<file path="config.mk">
export PLATFORM = sky130hd
export DESIGN_NAME = gpx_port
export DESIGN_NICKNAME = d
export VERILOG_FILES = /design/src/rtl/gpx_pkg.sv /design/src/rtl/gpx_regfile.sv /design/src/rtl/gpx_sync.sv /design/src/rtl/gpx_pin_mux.sv /design/src/rtl/gpx_port.sv
export SDC_FILE = /design/constraint.sdc
export NUM_CORES = 1
export LEC_CHECK = 0
export BUFFER_PORTS_ARGS = -buffer_cell sky130_fd_sc_hd__buf_2
export CORE_UTILIZATION = 52
export DETAILED_ROUTE_END_ITERATION = 8
export PLACE_DENSITY = 0.8
export SYNTH_ARGS = -nofsm -noshare
export SYNTH_HDL_FRONTEND = slang
export SYNTH_SLANG_ARGS = --single-unit
export TNS_END_PERCENT = 30
</file>
<file path="constraint.sdc">
create_clock -name clk -period 1.85 [get_ports clk]
set_input_delay 0.0925 -clock clk [delete_from_list [all_inputs] [get_ports clk]]
set_output_delay 0.0925 -clock clk [all_outputs]
set_load 0.01 [all_outputs]
</file>
<file path="src/rtl/gpx_pkg.sv">
package gpx_pkg;

    localparam int ADDR_W = 2;

    typedef enum logic [ADDR_W-1:0] {
        REG_MODE = 2'd0,
        REG_DIR  = 2'd1,
        REG_DATA = 2'd2,
        REG_PULL = 2'd3
    } gpx_reg_e;

endpackage

</file>
<file path="src/rtl/gpx_regfile.sv">
module gpx_regfile
    import gpx_pkg::*;
#(
    parameter int NPINS = 8
) (
    input  logic              clk,
    input  logic              rst_n,
    input  logic              wr_en,
    input  logic [ADDR_W-1:0] addr,
    input  logic [NPINS-1:0]  wdata,
    output logic [NPINS-1:0]  mode_q,
    output logic [NPINS-1:0]  dir_q,
    output logic [NPINS-1:0]  data_q,
    output logic [NPINS-1:0]  pull_q
);

    always_ff @(posedge clk) begin
        if (!rst_n) begin
            mode_q <= '0;
            dir_q  <= '0;
            data_q <= '0;
            pull_q <= '0;
        end else if (wr_en) begin
            unique case (gpx_reg_e'(addr))
                REG_MODE: mode_q <= wdata;
                REG_DIR:  dir_q  <= wdata;
                REG_DATA: data_q <= wdata;
                REG_PULL: pull_q <= wdata;
            endcase
        end
    end

    // a write lands in the selected register on the strobe edge
    p_write_lands_r2: assert property (@(posedge clk) disable iff (!rst_n)
        (wr_en && gpx_reg_e'(addr) == REG_DIR) |=> (dir_q == $past(wdata)))
        else $error("p_write_lands_r2");

    // no strobe, no change
    p_hold_no_write_r2: assert property (@(posedge clk) disable iff (!rst_n)
        !wr_en |=> $stable(mode_q) && $stable(pull_q))
        else $error("p_hold_no_write_r2");

endmodule

</file>
<file path="src/rtl/gpx_sync.sv">
module gpx_sync #(
    parameter int NPINS  = 8,
    parameter int STAGES = 2
) (
    input  logic             clk,
    input  logic             rst_n,
    input  logic [NPINS-1:0] d,
    output logic [NPINS-1:0] q
);

    logic [NPINS-1:0] stage_q [STAGES];

    always_ff @(posedge clk) begin
        if (!rst_n) stage_q[0] <= '0;
        else        stage_q[0] <= d;
    end

    for (genvar s = 1; s < STAGES; s++) begin : g_stage
        always_ff @(posedge clk) begin
            if (!rst_n) stage_q[s] <= '0;
            else        stage_q[s] <= stage_q[s-1];
        end
    end

    assign q = stage_q[STAGES-1];

    // cycles since reset, saturating, so $past never reaches back before reset
    logic [1:0] age_q;
    always_ff @(posedge clk) begin
        if (!rst_n)           age_q <= '0;
        else if (age_q != 2'd3) age_q <= age_q + 2'd1;
    end

    if (STAGES == 2) begin : g_chk2
        // output is the input two edges back
        p_sync_latency_r8: assert property (@(posedge clk) disable iff (!rst_n)
            (age_q >= 2'd2) |-> (q == $past(d, 2)))
            else $error("p_sync_latency_r8");
    end

endmodule

</file>
<file path="src/rtl/gpx_pin_mux.sv">
module gpx_pin_mux (
    input  logic gpio_sel,
    input  logic dir_out,
    input  logic dat_bit,
    input  logic pull_req,
    input  logic per_oe,
    input  logic per_do,
    input  logic pad_in,
    output logic pad_oe,
    output logic pad_do,
    output logic pad_pu,
    output logic per_di
);

    logic drive;

    always_comb begin
        if (gpio_sel) begin
            drive  = dir_out;
            pad_do = dat_bit;
            per_di = 1'b1;
        end else begin
            drive  = per_oe;
            pad_do = per_do;
            per_di = pad_in;
        end
        pad_oe = drive;
        pad_pu = pull_req & ~drive;
    end

endmodule

</file>
<file path="src/rtl/gpx_port.sv">
module gpx_port
    import gpx_pkg::*;
#(
    parameter int NPINS       = 8,
    parameter int SYNC_STAGES = 2
) (
    input  logic              clk,
    input  logic              rst_n,
    input  logic              bus_wr,
    input  logic [ADDR_W-1:0] bus_addr,
    input  logic [NPINS-1:0]  bus_wdata,
    output logic [NPINS-1:0]  bus_rdata,
    input  logic [NPINS-1:0]  per_oe,
    input  logic [NPINS-1:0]  per_do,
    output logic [NPINS-1:0]  per_di,
    output logic [NPINS-1:0]  pad_oe,
    output logic [NPINS-1:0]  pad_do,
    output logic [NPINS-1:0]  pad_pu,
    input  logic [NPINS-1:0]  pad_in
);

    logic [NPINS-1:0] mode_q, dir_q, data_q, pull_q;
    logic [NPINS-1:0] pad_sync;
    logic [NPINS-1:0] data_view;

    gpx_regfile #(.NPINS(NPINS)) regs_i (
        .clk    (clk),
        .rst_n  (rst_n),
        .wr_en  (bus_wr),
        .addr   (bus_addr),
        .wdata  (bus_wdata),
        .mode_q (mode_q),
        .dir_q  (dir_q),
        .data_q (data_q),
        .pull_q (pull_q)
    );

    gpx_sync #(.NPINS(NPINS), .STAGES(SYNC_STAGES)) sync_i (
        .clk   (clk),
        .rst_n (rst_n),
        .d     (pad_in),
        .q     (pad_sync)
    );

    for (genvar i = 0; i < NPINS; i++) begin : g_pin
        gpx_pin_mux mux_i (
            .gpio_sel (mode_q[i]),
            .dir_out  (dir_q[i]),
            .dat_bit  (data_q[i]),
            .pull_req (pull_q[i]),
            .per_oe   (per_oe[i]),
            .per_do   (per_do[i]),
            .pad_in   (pad_in[i]),
            .pad_oe   (pad_oe[i]),
            .pad_do   (pad_do[i]),
            .pad_pu   (pad_pu[i]),
            .per_di   (per_di[i])
        );

        // register-mode inputs read the synchronised pad; all else the stored bit
        assign data_view[i] = (mode_q[i] && !dir_q[i]) ? pad_sync[i] : data_q[i];


        p_periph_drive_r3: assert property (@(posedge clk) disable iff (!rst_n)
            !mode_q[i] |-> (pad_oe[i] == per_oe[i]) && (pad_do[i] == per_do[i]))
            else $error("p_periph_drive_r3");

        p_periph_in_r4: assert property (@(posedge clk) disable iff (!rst_n)
            !mode_q[i] |-> (per_di[i] == pad_in[i]))
            else $error("p_periph_in_r4");

        p_reg_drive_r5: assert property (@(posedge clk) disable iff (!rst_n)
            mode_q[i] |-> (pad_oe[i] == dir_q[i]) && (pad_do[i] == data_q[i]))
            else $error("p_reg_drive_r5");

        p_fb_high_r6: assert property (@(posedge clk) disable iff (!rst_n)
            mode_q[i] |-> per_di[i])
            else $error("p_fb_high_r6");

        p_pull_gated_r7: assert property (@(posedge clk) disable iff (!rst_n)
            pad_oe[i] |-> !pad_pu[i])
            else $error("p_pull_gated_r7");
        p_pull_follows_r7: assert property (@(posedge clk) disable iff (!rst_n)
            (!pad_oe[i] && pull_q[i]) |-> pad_pu[i])
            else $error("p_pull_follows_r7");
    end

    always_comb begin
        unique case (gpx_reg_e'(bus_addr))
            REG_MODE: bus_rdata = mode_q;
            REG_DIR:  bus_rdata = dir_q;
            REG_DATA: bus_rdata = data_view;
            REG_PULL: bus_rdata = pull_q;
        endcase
    end

    // registers come out of reset cleared
    p_reset_clear_r1: assert property (@(posedge clk)
        $rose(rst_n) |-> (mode_q == '0) && (pull_q == '0) && (dir_q == '0))
        else $error("p_reset_clear_r1");

endmodule

</file>
### After elaboration in Yosys (flattened, before gate mapping)

Memory sizes are Yosys's and may differ from the RTL's.
Cells that the tools add are included.

| operators by class | value |
|---|---|
| divide/modulo/power cells | 0 |
| muxes and demuxes | 37 |
| bitwise operators | 18 |
| shift-type cells | 0 |
| magnitude comparators | 0 |
| add/subtract/negate cells | 0 |
| $mul | 0 |
| equality and inequality tests | 3 |
| reductions and logical operators | 21 |

Operator list:

| kind | number |
|---|---|
| two-way mux 1 bit | 34 |
| case mux 8 bit (4 select lines) | 1 |
| two-way mux 8 bit | 2 |
| AND 1 bit | 8 |
| logical AND 1 bit | 8 |
| zero test 1 bit | 8 |
| NOT 1 bit | 8 |
| AND reduction 2 bit | 4 |
| == test 2 bit (second input constant) | 2 |
| == test 2 x 1 -> 1 bit (second input constant) | 1 |
| zero test 2 bit | 1 |
| bitwise OR 1 bit | 2 |

| storage, ports and cells | value |
|---|---|
| output and inout bits | 40 |
| logic and storage cells | 84 |
| bits in latches | 0 |
| memories kept | 1 |
| bits in read-only memories | 0 |
| bits of input ports | 37 |
| RAM bits | 16 |
| register bits after elaboration | 32 |

Memories:

| memory | depth | width | rd ports | clocked after memory_dff | write ports | RTL line | source |
|---|---|---|---|---|---|---|---|
| sync_i.stage_q | 2 | 8 | 2 | 0 | 2 | gpx_sync.sv:11 | `logic [NPINS-1:0] stage_q [STAGES];` |

### Depth between registers and ports, before layout

Gate-level depths: netlist of run 1.

| depth | value |
|---|---|
| depth after elaboration | 4 |
| depth in mapped cells | 5 |
| mapped depth without buffers | 3 |

### Modules after synthesis

A second synthesis of run 1 with hierarchy kept.

| second synthesis, totals | value |
|---|---|
| cell total of the unflattened synthesis | 226 |
| area total of the unflattened synthesis | 2,258.4 µm² |

Modules (own cells, without submodules):

| module | instances | sequential area each (µm²) | area an instance (µm²) | cells an instance |
|---|---|---|---|---|
| gpx_regfile | 1 | 640.6 | 1,177.4 | 115 |
| gpx_sync | 1 | 320.3 | 446.7 | 33 |
| gpx_pin_mux | 8 | 0.0 | 42.5 | 5 |
| gpx_port | 1 | 0.0 | 294.0 | 38 |

### Worst setup path before layout of run 1

OpenSTA, ideal clock, no wires.

| timing | value |
|---|---|
| kind | register -> output |
| start point | register regs_i.mode_q[2] |
| end point | output port bus_rdata[2] |
| setup slack | 0.450 ns |
| arrival time | 1.308 ns |
| data required time | 1.757 ns |
| buffers on the path | 0 |
| cell stages (with the launch flop) | 4 |
| cells stage by stage | dfxtp_1 nor2b_4 mux2_4 mux4_2 |

| on the way | value |
|---|---|
| longest elaborated chain between the ends | 3 |

RTL lines:

| what | RTL line | source |
|---|---|---|
| start: declaration | gpx_regfile.sv:11 | `output logic [NPINS-1:0] mode_q,` |
| start signal: assignment | gpx_regfile.sv:25 | `REG_MODE: mode_q <= wdata;` |
| logical AND 1 bit | gpx_port.sv:61 | `assign data_view[i] = (mode_q[i] && !dir_q[i]) ? pad_sync[i] : data_q[i];` |
| two-way mux 1 bit | gpx_port.sv:61 |  |
| case mux 8 bit (4 select lines) (*) | gpx_port.sv:89 | `unique case (gpx_reg_e'(bus_addr))` |
| end: declaration | gpx_port.sv:12 | `output logic [NPINS-1:0] bus_rdata,` |

Every way passes the cells marked *; elsewhere a longest branch is shown, timed or not.

### Worst setup path in the final report of run 1

| timing | value |
|---|---|
| start point | register regs_i.mode_q[4] |
| end point | output port bus_rdata[4] |

The elaborated chain is that of the path after synthesis.

==> results.md, run 1 <==
* Initial Utilization at between 50% and 60%
* Min-delay worst type: input pin to register
* Top cells by area, synth: dfxtp_1 (37%), mux2i_1 (12%), buf_4 (9.2%), nor2b_1 (7.7%), mux2_2 (6.9%)
* Number of cell rows at 25
* Total GRT Usage at a little under a fifth
* Synthesis-to-finish area growth at 18.2%
* Ys Warns at 0
* Final ANT Viol Nets at 0
* Die span in y at approximately 73 um
* CTS sink count at 48
* Max Cap Viol at 0
* Fraction of layout instances using a drive strength above 1 at around 52%
* Synth top area share at between 30% and 40%
* Worst slew pin tran at 0.609 ns
* Min cycle time layout at approximately 1.8 ns
* Clock skew at around 0.00067 ns
* Final Net Count at between 300 and 400
* Status: completed
* Fmax at 548 MHz
* Post-synth top flop: dfxtp_1
* Clk buf depth at 2
* # fillers at roughly 430
* Clock transition at path regs at about 0.09 ns
* First-pass GRT wire length at between 7 and 8 mm
* Final period utilization at 98.6%
* Vias in the first global route at ~1600
* Slew Limit Headroom at 59.4%
* Crit end category: primary output
* Die ar. at around 5300 um2
* DRC viols at 0
* Routed len/inst at 12.8 um
* Largest net degree at the start of global routing at 49
* Power Total at approximately 2.2 mW
* Initial drt markers at 111
* DRT Pass-1 Iters at 4
* Async SR Flop Fraction at 0%
* Core outline area at approximately 4800 um2
* Diodes inserted at 0
* Post-synth EDFFs at 0
* CP Data Arrival Time at approximately 1.7 ns
* CTS buffer count at 5
* Placer congestion estimate at ~0.70
* Final Max Slew Viols at 0
* Seq/Total Area, Yosys at between 30% and 40%
* PwrDens at 725 nW/um2
* Initial antenna violation count at 0
* Post-detail-place hpwl at roughly 3.2 mm
* Synth unique cells at 17
* Post-Syn Instances at 238
* Routed vias/inst at roughly 4.8
* Clock latency at the later pin of the worst-skew pair at between 0.2 and 0.3 ns
* Die width at ~73 um
* Fin worst setup slack at approximately 0.026 ns
* Leakage at approximately 1.4 nW
* Final WL at 4.60 mm
* Vias after detailed routing at roughly 1700
* Final Hold Fails at 0
* CTS Root Cell: clkbuf_8
* Post-Syn Nets at approximately 280
* Global route overflow at 0
* CP Max Fanout at 5
* Final setup vio count at 0
* CTS tree: built
* Mapped cell area at 2600 um2
* Count leader, synth: dfxtp_1
* I/O pin count at 77
* Peak VDD IR at about 0.43 mV
* Startpoint class of the critical path: register
* Syn Area/Cell at 10.9 um2
* Port Buffer Count at 76
* Dpl ws at 0.234 ns
* H-tree depth at 2
* Post-synth top area cell: dfxtp_1
* Crit path kind: register to primary output
* Synth top cells by count: dfxtp_1 (48), buf_4 (32), mux2i_1 (32), nor2b_1 (32)
* RSZ-0062 raised after global routing: true
* #FFs+latches synth at 48
* Worst EP required at about 1.8 ns
-- cell families after synthesis --
kind of cell           after synthesis  share of synthesized area, %
DFF                                 48                          37.0
muxes                               64                          30.8
buffers and inverters               50                          12.1
and+or+nand+nor                     76                          20.1
-- routing by layer --
layer	part of all wire, %	wire, um	up-vias	track usage (%)
met5	0	0	-	0
met4	0.87	40	0	7.41
met3	4.8	219	5	4.14
met2	51	2370	51	31.7
met1	43	1970	795	22.3
li1	-	-	864	-
-- flip-flops by register name, summed over array words and instances (netlist names) --
name,flops
sync_i.stage_q,16
regs_i.data_q,8
regs_i.dir_q,8
regs_i.mode_q,8
regs_i.pull_q,8
-- critical path, stage by stage, from the launching register on --
cell and delay [ns]:
dfxtp_4 0.37, nor2b_4 0.14, mux2_4 0.30, mux4_2 0.48, buf_6 0.14
-- placed cells by master, fill, tap and decap left out, drive strengths merged --
cell type,n
nor2,8
clkbuf,7
buf,85
nand3b,2
mux4,8
nor3b,1
mux2i,32
inv,8
mux2,24
and2,16
dfxtp,48
nand3,1
nor2b,40
or2,8
dlygate4sd3,4
bufinv,1
-- report_power, final --
part / internal, mW / switching, mW / total [mW]
registers: 1.07 / 0.0295 / 1.09
clock network: 0.477 / 0.333 / 0.810
logic: 0.187 / 0.137 / 0.324
-- stage by stage --
step | TNS, ns | utilization [%] | cells | area, um2 | hold slack (ns)
final | 0 | 64.6 | 360 | 3070 | 0.00595
after global routing | -0.0637 | 64.6 | 360 | 3070 | 0.00103
after CTS | -0.00170 | 62.9 | 355 | 2990 | 0.00112
after detailed placement | 0 | 59.3 | 344 | 2820 | 0.308
after global placement | 0 | 59.3 | 344 | 2820 | 0.300
after floorplan | 0 | - | 238 | 2600 | 0.214
-- worst paths after layout --
path                                           start                    to  slack, ns  cells after the start
worst max-delay path                regs_i.mode_q[4]          bus_rdata[4]       0.03                      4
worst min-delay path                       pad_in[5]  sync_i.stage_q[0][5]      0.006                      2
worst max register to register      regs_i.mode_q[7]      regs_i.mode_q[7]       1.15                      2
worst min register to register  sync_i.stage_q[0][5]  sync_i.stage_q[1][5]       0.44                      1
-- cell type report --
type	count	area (um2)	share of cell area (%)
multi-input cells	140	1330	43.2
well taps	67	83.8	2.73
flip-flops and latches	48	991	32.2
clock inverters	1	30.0	0.977
inverters	8	30.0	0.977
clock buffers	7	96.3	3.14
repair buffers	89	513	16.7
-- timing repair --
item / 4_1_cts / 5_1_grt
hold buffers: 3 / 1
setup buffers: 0 / 4
endpoints found under the hold margin: 3 / 1
gates resized for setup: 9 / 11
endpoints found under the setup margin: 8 / 8
cloned: 0 / 0
No activity file was read; power rests on OpenSTA's default activity.
==> inputs of run 2 (changes only) <==
--- a/config.mk
+++ b/config.mk
@@ -6,10 +6,11 @@
 export NUM_CORES = 1
 export LEC_CHECK = 0
 export BUFFER_PORTS_ARGS = -buffer_cell sky130_fd_sc_hd__buf_2
-export CORE_UTILIZATION = 52
+export CORE_UTILIZATION = 50
 export DETAILED_ROUTE_END_ITERATION = 8
 export PLACE_DENSITY = 0.8
 export SYNTH_ARGS = -nofsm -noshare
 export SYNTH_HDL_FRONTEND = slang
+export SYNTH_HIERARCHICAL = 1
 export SYNTH_SLANG_ARGS = --single-unit
 export TNS_END_PERCENT = 30
==> results.md, run 2 <==
* Largest family of logic cells by synthesized area: multiplexers
* Clock latency at the later pin of the worst-skew pair at between 0.2 and 0.3 ns
* Status: completed
* Worst EP required at around 1.8 ns
* Multiplexer share of the synthesized area at between 20% and 30%
* Count leader, synth: dfxtp_1
* Cell chain of the critical path: buf_2 > nor2b_1 > a222oi_1 > o21ai_1 > buf_2
* Synth Area in Compound Gates at 5.32%
* Mapped cell area at around 2300 um2
* Ys Warns at 6
* Synth top cells by count: dfxtp_1 (48), mux2i_1 (40), nand2_1 (40)
* Synth unique cells at 25
* Post-synth EDFFs at 0
* Post-synth top flop: dfxtp_1
* Die width at approximately 70 um
* Routed vias/inst at 5.17
* Power Total at ~2.0 mW
* Async SR Flop Fraction at 0%
* Initial drt markers at 94
* Synthesis-to-finish area growth at 22.5%
* Leakage at about 1.4 nW
* Clock skew at between 0.006 and 0.007 ns
* Placer congestion estimate at roughly 0.76
* Post-Syn Nets at between 200 and 300
* Die span in y at between 60 and 70 um
* PwrDens at between 700 and 800 nW/um2
* CP Data Arrival Time at around 1.3 ns
* CP Max Fanout at 8
* Clock transition at path regs at roughly 0.080 ns
* Vias in the first global route at between 1500 and 2000
* Post-CTS resize count at 0
* Reg power frac at between 50% and 60%
* Top delay family on crit path: simple AND/OR/NAND/NOR gates
* Setup TNS Final at 0 ns
* Comb pwr share at approximately 15%
* Max reg flops at 16
* Clk buf depth at 2
* Core outline area at about 4400 um2
* Crit-path max cell delay at between 0.6 and 0.7 ns
* Largest net degree at the start of global routing at 40
* Most common cell after layout, fill and taps aside: buf_2
* H-tree depth at 2
* Top cells by area, synth: dfxtp_1 (43%), mux2i_1 (18%), nand2_1 (6.6%), mux2_4 (5.3%), and2_2 (4.0%)
* Most flops, register: sync_i/stage_q
* Post-Syn Instances at about 230
* Slew Limit Headroom at about 50%
* Most Frequent Cell on Critical Path: buf_2
* Critical path buffer and inverter count at 2
* Crit end category: primary output
* Peak VDD IR at approximately 0.4 mV
* Hold_buf cts at 0
* Global route overflow at 0
* DRC viols at 0
* Number of cell rows at 24
* DRT Pass-1 Iters at 6
* Worst slew pin tran at approximately 0.77 ns
* CTS buffer count at 5
* Synthesized-area fraction occupied by adder cells at 0%
* RSZ-0062 raised after global routing: false
* Final WL at 4.76 mm
* Clock share of power at 30.7%
* Final ANT Viol Nets at 0
* Fmax at slightly above 700 MHz
* Seq/Total Area, Yosys at between 40% and 50%
* Post-synthesis xor/xnor area fraction at 0%
* Min cycle time layout at between 1 and 1.5 ns
* Max Cap Viol at 0
* Net switching power at ~0.5 mW
* Port Buffer Count at 76
* Most frequent cells in the layout: buf_2 (76), dfxtp_1 (48), mux2i_1 (40), nand2_1 (40), and2_2 (12)
* Diodes inserted at 0
* Hold Slack at approximately 0.023 ns
* CTS Root Cell: clkbuf_8
* I/O pin count at 77
* First-pass GRT wire length at roughly 7.7 mm
* #FFs+latches synth at 48
* Vias after detailed routing at 1844
* Total GRT Usage at slightly above 20%
* Final Net Count at 341
* Final Max Slew Viols at 0
* Simple-gate share of the synthesized area at roughly a fifth
* Post-detail-place hpwl at approximately 3.4 mm
* CTS sink count at 48
* Routed len/inst at roughly 13 um
* Die ar. at roughly 4800 um2
* Initial antenna violation count at 0
* Post-synth top area cell: dfxtp_1
* Final period utilization at 76.6%
* Min-delay worst type: input pin to register
* Fraction of layout instances using a drive strength above 1 at 43.9%
* Internal Pwr Total at 1.52 mW
* Initial Utilization at a little over 50%
* Syn Area/Cell at 9.99 um2
* CTS tree: built
* Post-CTS Setup Bufs at 0
* Critical-path top delay cell: nor2b_1
* Crit path kind: input pin to primary output
* Sw frac at around a quarter
* Final Hold Fails at 0
* Final setup vio count at 0
* Synth top area share at about 43%
* Startpoint class of the critical path: input pin
## run 2: power groups by stage
stage	Combinational, mW	Sequential, mW	Clock (mW)
5_1_grt	0.321	1.11	0.680
4_1_cts	0.298	1.10	0.640
3_5_place_dp	0.297	1.13	0
3_3_place_gp	0.291	1.13	0
6_report	0.295	1.10	0.618
2_1_floorplan	0.189	1.12	0
## run 2: cell families after synthesis
| logic type | Yosys count |
|---|---|
| compound gates | 16 |
| buf+inv | 18 |
| flops | 48 |
| simple gates | 88 |
| mux | 56 |
## run 2: final cells by class
class / instances / area, um2
fillers: 389 / 1590
repair buffers: 81 / 418
multi-input cells: 160 / 1200
clock buffers: 6 / 82.6
clock inverters: 2 / 10.0
flip-flops and latches: 48 / 961
well taps: 52 / 65.1
inverters: 8 / 30.0
## run 2: path summary, 6_finish.rpt
check / cells past startpoint / endpoint / startpoint / slack [ns]
max reg2reg: 2 / regs_i/mode_q[1] / regs_i/mode_q[1] / 1.10
max: 5 / bus_rdata[1] / bus_addr[0] / 0.43
min: 2 / sync_i/stage_q[0][1] / pad_in[1] / 0.02
min reg2reg: 1 / sync_i/stage_q[1][3] / sync_i/stage_q[0][3] / 0.44
## run 2: metal layers
| layer | up-vias | share of wire, % | global-route usage (%) |
|---|---|---|---|
| met5 | - | 0 | 0 |
| li1 | 930 | - | - |
| met3 | 2 | 4.6 | 3.78 |
| met2 | 48 | 52 | 33.7 |
| met1 | 864 | 43 | 26.3 |
| met4 | 0 | 0.42 | 6.58 |
## run 2: stage by stage
| stage | instances | setup slack (ns) | utilization (%) | area [um2] |
|---|---|---|---|---|
| after floorplan | 226 | 0.901 | - | 2260 |
| after global placement | 349 | 0.446 | 61.4 | 2680 |
| after detailed placement | 349 | 0.437 | 61.4 | 2680 |
| after CTS | 357 | 0.432 | 63.6 | 2770 |
| after global routing | 357 | 0.334 | 63.6 | 2770 |
| final | 357 | 0.433 | 63.6 | 2770 |
